### config.mk
export PLATFORM = sky130hd
export DESIGN_NAME = dual_dac_sequencer
export DESIGN_NICKNAME = d
export VERILOG_FILES = /design/src/rtl/dds_pkg.sv /design/src/rtl/dds_word_fmt.sv /design/src/rtl/dds_timer.sv /design/src/rtl/dds_shreg.sv /design/src/rtl/dual_dac_sequencer.sv
export SDC_FILE = /design/constraint.sdc
export NUM_CORES = 1
export LEC_CHECK = 0
export BUFFER_PORTS_ARGS = -buffer_cell sky130_fd_sc_hd__buf_2
export CAP_MARGIN = 10
export CORE_MARGIN = 5
export CORE_UTILIZATION = 40
export CTS_BUF_LIST = sky130_fd_sc_hd__clkbuf_4 sky130_fd_sc_hd__clkbuf_8
export CTS_CLUSTER_SIZE = 20
export DETAILED_ROUTE_END_ITERATION = 10
export PLACE_DENSITY = 0.6
export SYNTH_ARGS = -nofsm -noshare
export SYNTH_HDL_FRONTEND = slang
export SYNTH_HIERARCHICAL = 1
export SYNTH_SLANG_ARGS = --single-unit
### constraint.sdc
create_clock -name clk -period 2.8 [get_ports clk]
set_input_delay 0.14 -clock clk [delete_from_list [all_inputs] [get_ports clk]]
set_output_delay 0.14 -clock clk [all_outputs]
set_load 0.02 [all_outputs]
### src/rtl/dds_pkg.sv
`timescale 1ns/1ps
package dds_pkg;

  typedef enum logic [1:0] {
    OP_SET_A    = 2'd0,
    OP_SET_B    = 2'd1,
    OP_SET_BOTH = 2'd2,
    OP_PDOWN    = 2'd3
  } dds_op_e;

  typedef enum logic [2:0] {
    ST_IDLE  = 3'd0,
    ST_SETUP = 3'd1,
    ST_HIGH  = 3'd2,
    ST_LOW   = 3'd3,
    ST_HOLD  = 3'd4,
    ST_REARM = 3'd5,
    ST_GAP   = 3'd6
  } dds_state_e;

endpackage

### src/rtl/dds_word_fmt.sv
`timescale 1ns/1ps
// Builds the command words for one request: the first word combinationally
// (loaded into the shifter in the accept cycle), the second word registered.
module dds_word_fmt
  import dds_pkg::*;
#(
  parameter int CODE_W = 10
) (
  input  logic                clk,
  input  logic                rst,
  input  logic                capture,
  input  logic [1:0]          op,
  input  logic                fast,
  input  logic [CODE_W-1:0]   code_a,
  input  logic [CODE_W-1:0]   code_b,
  output logic [CODE_W+5:0]   first_word,
  output logic [CODE_W+5:0]   second_word,
  output logic                two_frames
);

  localparam int FW = CODE_W + 6;

  function automatic logic [FW-1:0] pack(input logic sel_hi, input logic sel_lo,
                                         input logic spd, input logic pwr,
                                         input logic [CODE_W-1:0] code);
    return {sel_hi, spd, pwr, sel_lo, code, 2'b00};
  endfunction

  always_comb begin
    case (dds_op_e'(op))
      OP_SET_A:    first_word = pack(1'b1, 1'b0, fast, 1'b0, code_a);
      OP_SET_B:    first_word = pack(1'b0, 1'b0, fast, 1'b0, code_b);
      OP_SET_BOTH: first_word = pack(1'b0, 1'b1, fast, 1'b0, code_b);
      default:     first_word = pack(1'b0, 1'b1, fast, 1'b1, code_b);
    endcase
  end

  always_ff @(posedge clk) begin
    if (rst) begin
      second_word <= '0;
      two_frames  <= 1'b0;
    end else if (capture) begin
      second_word <= pack(1'b1, 1'b0, fast, 1'b0, code_a);
      two_frames  <= (dds_op_e'(op) == OP_SET_BOTH);
    end
  end

endmodule

### src/rtl/dds_timer.sv
`timescale 1ns/1ps
// Down-counting phase timer: a phase of N cycles is loaded with N-1.
module dds_timer #(
  parameter int CNT_W = 4
) (
  input  logic             clk,
  input  logic             rst,
  input  logic             load,
  input  logic [CNT_W-1:0] load_val,
  output logic             expired
);

  logic [CNT_W-1:0] cnt;

  always_ff @(posedge clk) begin
    if (rst)                cnt <= '0;
    else if (load)          cnt <= load_val;
    else if (cnt != '0)     cnt <= cnt - 1'b1;
  end

  assign expired = (cnt == '0);

endmodule

### src/rtl/dds_shreg.sv
`timescale 1ns/1ps
// MSB-first parallel-load shift register; its top bit drives the data pin.
module dds_shreg #(
  parameter int W = 16
) (
  input  logic         clk,
  input  logic         rst,
  input  logic         load,
  input  logic [W-1:0] load_val,
  input  logic         shift,
  output logic         msb
);

  logic [W-1:0] sr;

  always_ff @(posedge clk) begin
    if (rst)        sr <= '0;
    else if (load)  sr <= load_val;
    else if (shift) sr <= {sr[W-2:0], 1'b0};
  end

  assign msb = sr[W-1];

endmodule

### src/rtl/dual_dac_sequencer.sv
`timescale 1ns/1ps
module dual_dac_sequencer
  import dds_pkg::*;
#(
  parameter int CODE_W    = 10,
  parameter int HALF_CYC  = 5,
  parameter int SETUP_CYC = 2,
  parameter int HOLD_CYC  = 2
) (
  input  logic              clk,
  input  logic              rst,
  input  logic              req_valid,
  input  logic [1:0]        req_op,
  input  logic              req_fast,
  input  logic [CODE_W-1:0] req_code_a,
  input  logic [CODE_W-1:0] req_code_b,
  output logic              busy,
  output logic              done,
  output logic              dac_cs_n,
  output logic              dac_sclk,
  output logic              dac_din
);

  localparam int FRAME_W = CODE_W + 6;
  localparam int BIT_W   = $clog2(FRAME_W);
  localparam int T_AB    = (HALF_CYC > SETUP_CYC) ? HALF_CYC : SETUP_CYC;
  localparam int T_MAX   = (T_AB > HOLD_CYC) ? T_AB : HOLD_CYC;
  localparam int TMR_W   = (T_MAX > 1) ? $clog2(T_MAX) : 1;
  localparam logic [BIT_W-1:0] LAST_BIT = BIT_W'(FRAME_W - 1);
  localparam logic [TMR_W-1:0] T_HALF  = TMR_W'(HALF_CYC - 1);
  localparam logic [TMR_W-1:0] T_SETUP = TMR_W'(SETUP_CYC - 1);
  localparam logic [TMR_W-1:0] T_HOLD  = TMR_W'(HOLD_CYC - 1);

  dds_state_e         state;
  logic [BIT_W-1:0]   bit_cnt;
  logic               second;
  logic               accept;
  logic [FRAME_W-1:0] first_word;
  logic [FRAME_W-1:0] second_word;
  logic               two_frames;
  logic               tmr_load;
  logic [TMR_W-1:0]   tmr_val;
  logic               tmr_expired;
  logic               sh_load;
  logic [FRAME_W-1:0] sh_val;
  logic               sh_shift;
  logic               more_frames;

  assign accept      = (state == ST_IDLE) && req_valid;
  assign more_frames = two_frames && !second;

  dds_word_fmt #(.CODE_W(CODE_W)) u_fmt (
    .clk        (clk),
    .rst        (rst),
    .capture    (accept),
    .op         (req_op),
    .fast       (req_fast),
    .code_a     (req_code_a),
    .code_b     (req_code_b),
    .first_word (first_word),
    .second_word(second_word),
    .two_frames (two_frames)
  );

  dds_timer #(.CNT_W(TMR_W)) u_tmr (
    .clk     (clk),
    .rst     (rst),
    .load    (tmr_load),
    .load_val(tmr_val),
    .expired (tmr_expired)
  );

  dds_shreg #(.W(FRAME_W)) u_sr (
    .clk     (clk),
    .rst     (rst),
    .load    (sh_load),
    .load_val(sh_val),
    .shift   (sh_shift),
    .msb     (dac_din)
  );

  // Timer reload and shifter control for each phase transition.
  always_comb begin
    tmr_load = 1'b0;
    tmr_val  = T_HALF;
    sh_load  = 1'b0;
    sh_val   = first_word;
    sh_shift = 1'b0;
    case (state)
      ST_IDLE: begin
        if (accept) begin
          tmr_load = 1'b1;
          tmr_val  = T_SETUP;
          sh_load  = 1'b1;
        end
      end
      ST_SETUP, ST_HIGH, ST_HOLD, ST_REARM: begin
        tmr_load = tmr_expired;
      end
      ST_LOW: begin
        if (tmr_expired) begin
          tmr_load = 1'b1;
          if (bit_cnt == LAST_BIT) tmr_val = T_HOLD;
          else                     sh_shift = 1'b1;
        end
      end
      ST_GAP: begin
        if (tmr_expired && more_frames) begin
          tmr_load = 1'b1;
          tmr_val  = T_SETUP;
          sh_load  = 1'b1;
          sh_val   = second_word;
        end
      end
      default: ;
    endcase
  end

  always_ff @(posedge clk) begin
    if (rst) begin
      state    <= ST_IDLE;
      bit_cnt  <= '0;
      second   <= 1'b0;
      busy     <= 1'b0;
      done     <= 1'b0;
      dac_cs_n <= 1'b1;
      dac_sclk <= 1'b1;
    end else begin
      done <= 1'b0;
      case (state)
        ST_IDLE: begin
          if (accept) begin
            state    <= ST_SETUP;
            busy     <= 1'b1;
            second   <= 1'b0;
            bit_cnt  <= '0;
            dac_cs_n <= 1'b0;
          end
        end
        ST_SETUP: begin
          if (tmr_expired) state <= ST_HIGH;
        end
        ST_HIGH: begin
          if (tmr_expired) begin
            dac_sclk <= 1'b0;
            state    <= ST_LOW;
          end
        end
        ST_LOW: begin
          if (tmr_expired) begin
            if (bit_cnt == LAST_BIT) begin
              state <= ST_HOLD;
            end else begin
              dac_sclk <= 1'b1;
              bit_cnt  <= bit_cnt + 1'b1;
              state    <= ST_HIGH;
            end
          end
        end
        ST_HOLD: begin
          if (tmr_expired) begin
            dac_cs_n <= 1'b1;
            state    <= ST_REARM;
          end
        end
        ST_REARM: begin
          if (tmr_expired) begin
            dac_sclk <= 1'b1;
            state    <= ST_GAP;
          end
        end
        ST_GAP: begin
          if (tmr_expired) begin
            if (more_frames) begin
              second   <= 1'b1;
              bit_cnt  <= '0;
              dac_cs_n <= 1'b0;
              state    <= ST_SETUP;
            end else begin
              busy  <= 1'b0;
              done  <= 1'b1;
              state <= ST_IDLE;
            end
          end
        end
        default: state <= ST_IDLE;
      endcase
    end
  end

endmodule

==> results.md <==
- The post-detailed-route DRC marker count is 0.
- The fraction of the mapped netlist area in compound gates is 0.131.
- Of the total synthesized cell area, the portion taken by AND, OR, NAND and NOR gates is 0.188.
- Setup repair after global routing left no endpoint under its margin.
- The leading cell type in the layout, fill and taps excluded is sky130_fd_sc_hd__dfxtp_1.
- The finished layout cell area is between 2000 and 3000 sq um.
- Buffers placed on the I/O ports in this run total 30.
- The total length of routed wires is slightly below 5000 um.
- The floorplan die area is about 8000 sq um.
- The total placed instance area is approximately 2600 sq um.
- The detailed router finished its first iteration with roughly 130 violations.
- Total power for the finished layout comes to around 2000 uW.
- The startpoint identified for the worst hold timing path is req_code_a[9].
- In the layout the commonest cells are sky130_fd_sc_hd__dfxtp_1, sky130_fd_sc_hd__buf_2, sky130_fd_sc_hd__mux2i_1, sky130_fd_sc_hd__nor2b_1, sky130_fd_sc_hd__nor2_1.
- Compared with the post-synthesis result, the final layout area differs by 11.1%.
- Once detail routing completed, the nets flagged for antenna violations numbered 0.
- The max-slew violation count was 0.
- In this run the power density over the cells is approximately 700 nW/um^2.
- The wire-length estimate of the detail-placed layout is around 3200 um.
- The chip height is ~90 um.
- The ratio of cells with drive above 1 in the final layout is 0.296.
- In the final timing run, aggregate negative setup slack is 0 ps.
- Counting every instance in the synthesized netlist gives 261.
- The share of total power dissipated in sequential elements is 0.423.
- For this run, the register share of the synthesized area comes to 0.348.
- The H-tree was split into 2 levels.
- The x dimension of the die is around 90 um.
- At the end of the flow the core is filled with cells to 0.451.
- In this run the count of I/O pins placed on the die edge is 31.
- TritonCTS built the clock tree.
- The yosys synthesis warning count is 6.
- The mapped netlist covers approximately 2500 sq um.
- Based on the critical path, the design can be clocked at up to approximately 410 MHz.
- The filler cell count is about 640.
- For this design, the CTS-stage hold fixing added 0 buffers.
- The worst setup path is captured at a flop.
- After the last flow step, the layout net total stands at 315.
- The worst hold path belongs to the class input pin to flop.
- The number of detailed-route iterations in the first pass is 4.
- Of the total synthesized cell area, the portion taken by XOR and XNOR cells is 0.
- In this run the critical register-to-register path is launched from u_tmr/cnt[0]$_SDFFE_PP0P_.
- After floorplanning, the core was divided into 29 placement rows.
- Subtracting the final worst setup slack from the clock period gives roughly 2400 ps.
- The tool flagged a number of max-cap violations equal to 0.
- The number of buffers on the longest clock path is 2.
- In this run the power spent charging and discharging nets is about 640 uW.
- Entering global routing, the biggest net connects 46 pins.
- The count of distinct cell types in the synthesized netlist is 46.
- The arrival time reported for the critical path endpoint is 2660 ps.
- Cell internal power was estimated by the tool at about 1300 uW.
- The core area is ~6200 sq um.
- The number of buffers created by CTS is 5.
- Clock-pin slew was measured on the worst setup and hold paths at 90 ps.
- The later pin in the worst-skew pair is clocked with a latency of around 300 ps.
- Of the total synthesized cell area, the portion taken by full adders, half adders and majority gates is 0.0148.
- The final hold violation count was 0.
- Synthesis inferred 44 register bits.
- At the pin with the least slew margin, the transition time is ~900 ps.
- Of the total power, the share spent switching nets is 0.329.
- The initial antenna violation count is 0.
- Using the TritonRoute via totals, the vias-per-cell ratio works out to 5.14.
- The final setup violation count is 0.
- The worst setup skew after layout is 6.02 ps.
- The sort of element at the start of the critical path is a flop.
- After synthesis, the largest family of logic cells by area is multiplexers.
- The number of global-route vias before repair is about 1700.
- The detailed-route via count is approximately 1900.
- Measured against its own limit, the worst slew margin works out to 0.406.
- For this configuration, the core starts out at a cell density of 0.406.
- The per-cell routed wire length is between 10 and 15 um.
- The biggest fanout along the worst timing path is 18.
- In the global route stage, overall resource usage came out at 0.128.
- The CTS sink count is between 40 and 50.
- The critical path start-end classification is flop to flop.
- In this run the worst setup path begins at u_tmr/cnt[0]$_SDFFE_PP0P_.
- The post-synthesis average cell area is slightly below 10 sq um.
- The share of total power dissipated in the clock network is 0.255.
- Measured against the total synthesized area, the mux share comes to 0.232.
- The weighted congestion at the end of routability-driven global placement is 0.721.
- The antenna diode count is 0.
- The post-route clock period utilization is 0.869.
- The flow ran to the end, and the final reports show no timing, DRC or antenna violations.
- The first global-routing pass estimated a little over 8000 um of wire.
- The required time of the critical path is just over 3000 ps.
- Summed over all layers, the global routing overflow is 0.
- The leakage power is roughly 0.0011 uW.
- The clock tree root driver cell is sky130_fd_sc_hd__clkbuf_8.
- Across the VDD grid, the largest voltage drop is between 0.3 and 0.4 mV.
- Of the total power, combinational logic draws 0.323.
==> final cells by class <==
cell class	count	area, sq um	share of cell area
multi-input cells	188	1460	0.518
flip-flops and latches	44	881	0.313
repair buffers	38	223	0.0791
well taps	77	96.3	0.0342
clock buffers	6	76.3	0.0271
inverters	9	45.0	0.0160
clock inverters	2	35.0	0.0124
==> sequential cells by signal, summed over array words and instances, names as in the netlist <==
signal / count
bit_cnt: 4
u_tmr/cnt: 3
busy: 1
dac_sclk: 1
done: 1
second: 1
u_fmt/two_frames: 1
u_sr/sr: 16
dac_cs_n: 1
u_fmt/second_word: 12
state: 3
==> per-layer routing <==
metal  global-route usage  routed length (um)  up-vias
li1                     -                   -      959
met1                0.161                2380      881
met2                0.209                2330       25
met3               0.0356                 175        5
met4               0.0447                  83        0
met5                    0                   0        -
==> power groups by stage <==
stage / logic (uW) / clock network, uW / registers [uW]
finish: 631 / 498 / 827
global route: 702 / 539 / 846
CTS: 605 / 513 / 827
detailed placement: 600 / 0 / 839
global placement: 596 / 0 / 838
floorplan: 527 / 0 / 815
==> worst max-delay path, stage by stage (launching register included) <==
cell and delay [ps]:
sky130_fd_sc_hd__dfxtp_1 350, sky130_fd_sc_hd__inv_1 70, sky130_fd_sc_hd__ha_1 230, sky130_fd_sc_hd__nand2b_1 130
sky130_fd_sc_hd__inv_1 170, sky130_fd_sc_hd__nand4b_1 210, sky130_fd_sc_hd__o21ba_2 290, sky130_fd_sc_hd__clkinvlp_4 330
sky130_fd_sc_hd__or3b_1 450, sky130_fd_sc_hd__a21oi_1 140
==> path summary, 6_finish.rpt <==
check	to	slack, ps	cells past startpoint
min	u_fmt/second_word[11]$_SDFFE_PP0P_	90	3
max reg2reg	u_sr/sr[0]$_SDFFE_PP0P_	370	9
min reg2reg	u_fmt/second_word[15]$_SDFFE_PP0P_	480	2
max	u_sr/sr[0]$_SDFFE_PP0P_	370	9
==> per-stage QoR <==
| step | hold slack (ps) | instances | worst slack, ps |
|---|---|---|---|
| after floorplan | 208 | 266 | 812 |
| final | 86.4 | 364 | 366 |
| after CTS | 81.4 | 359 | 136 |
| after detailed placement | 398 | 351 | 154 |
| after global placement | 394 | 351 | 261 |
| after global routing | 82.4 | 364 | 152 |
==> Yosys cell counts, drive strengths merged <==
master	number	area (sq um)
nand4b	3	26.3
mux2	26	327
a211oi	16	135
or2	1	6.26
nand3b	2	15.0
conb	2	7.51
a221o	1	10.0
nand2b	6	37.5
nand3	4	20.0
o21ai	4	20.0
o21bai	1	7.51
o21ba	1	10.0
dfxtp	44	881
nor4b	3	41.3
nor3	3	15.0
o211ai	1	7.51
nand2	9	33.8
buf	16	145
clkbuf	9	33.8
o31ai	1	7.51
inv	9	33.8
and2	2	13.8
a31oi	2	12.5
a2111oi	3	28.8
mux2i	26	260
a21oi	13	68.8
or3b	3	26.3
ha	3	37.5
nor2	21	83.8
nor3b	1	7.51
a211o	1	8.76
and3	1	6.26
or2b	1	7.51
and4b	1	10.0
a311oi	1	15.0
nor2b	20	125
==> repair_timing <==
action                                  4_1_cts  5_1_grt
buffers inserted                              0        5
endpoints found under the setup margin        0       15
gates resized for setup                       0        5
==> logic make-up after synthesis <==
family          Yosys count
flops                    44
other cells               2
mux                      52
compound gates           45
fa+ha+maj                 3
buf+inv                  34
simple gates             81
Note: power is estimated with default switching activity, not from simulation.
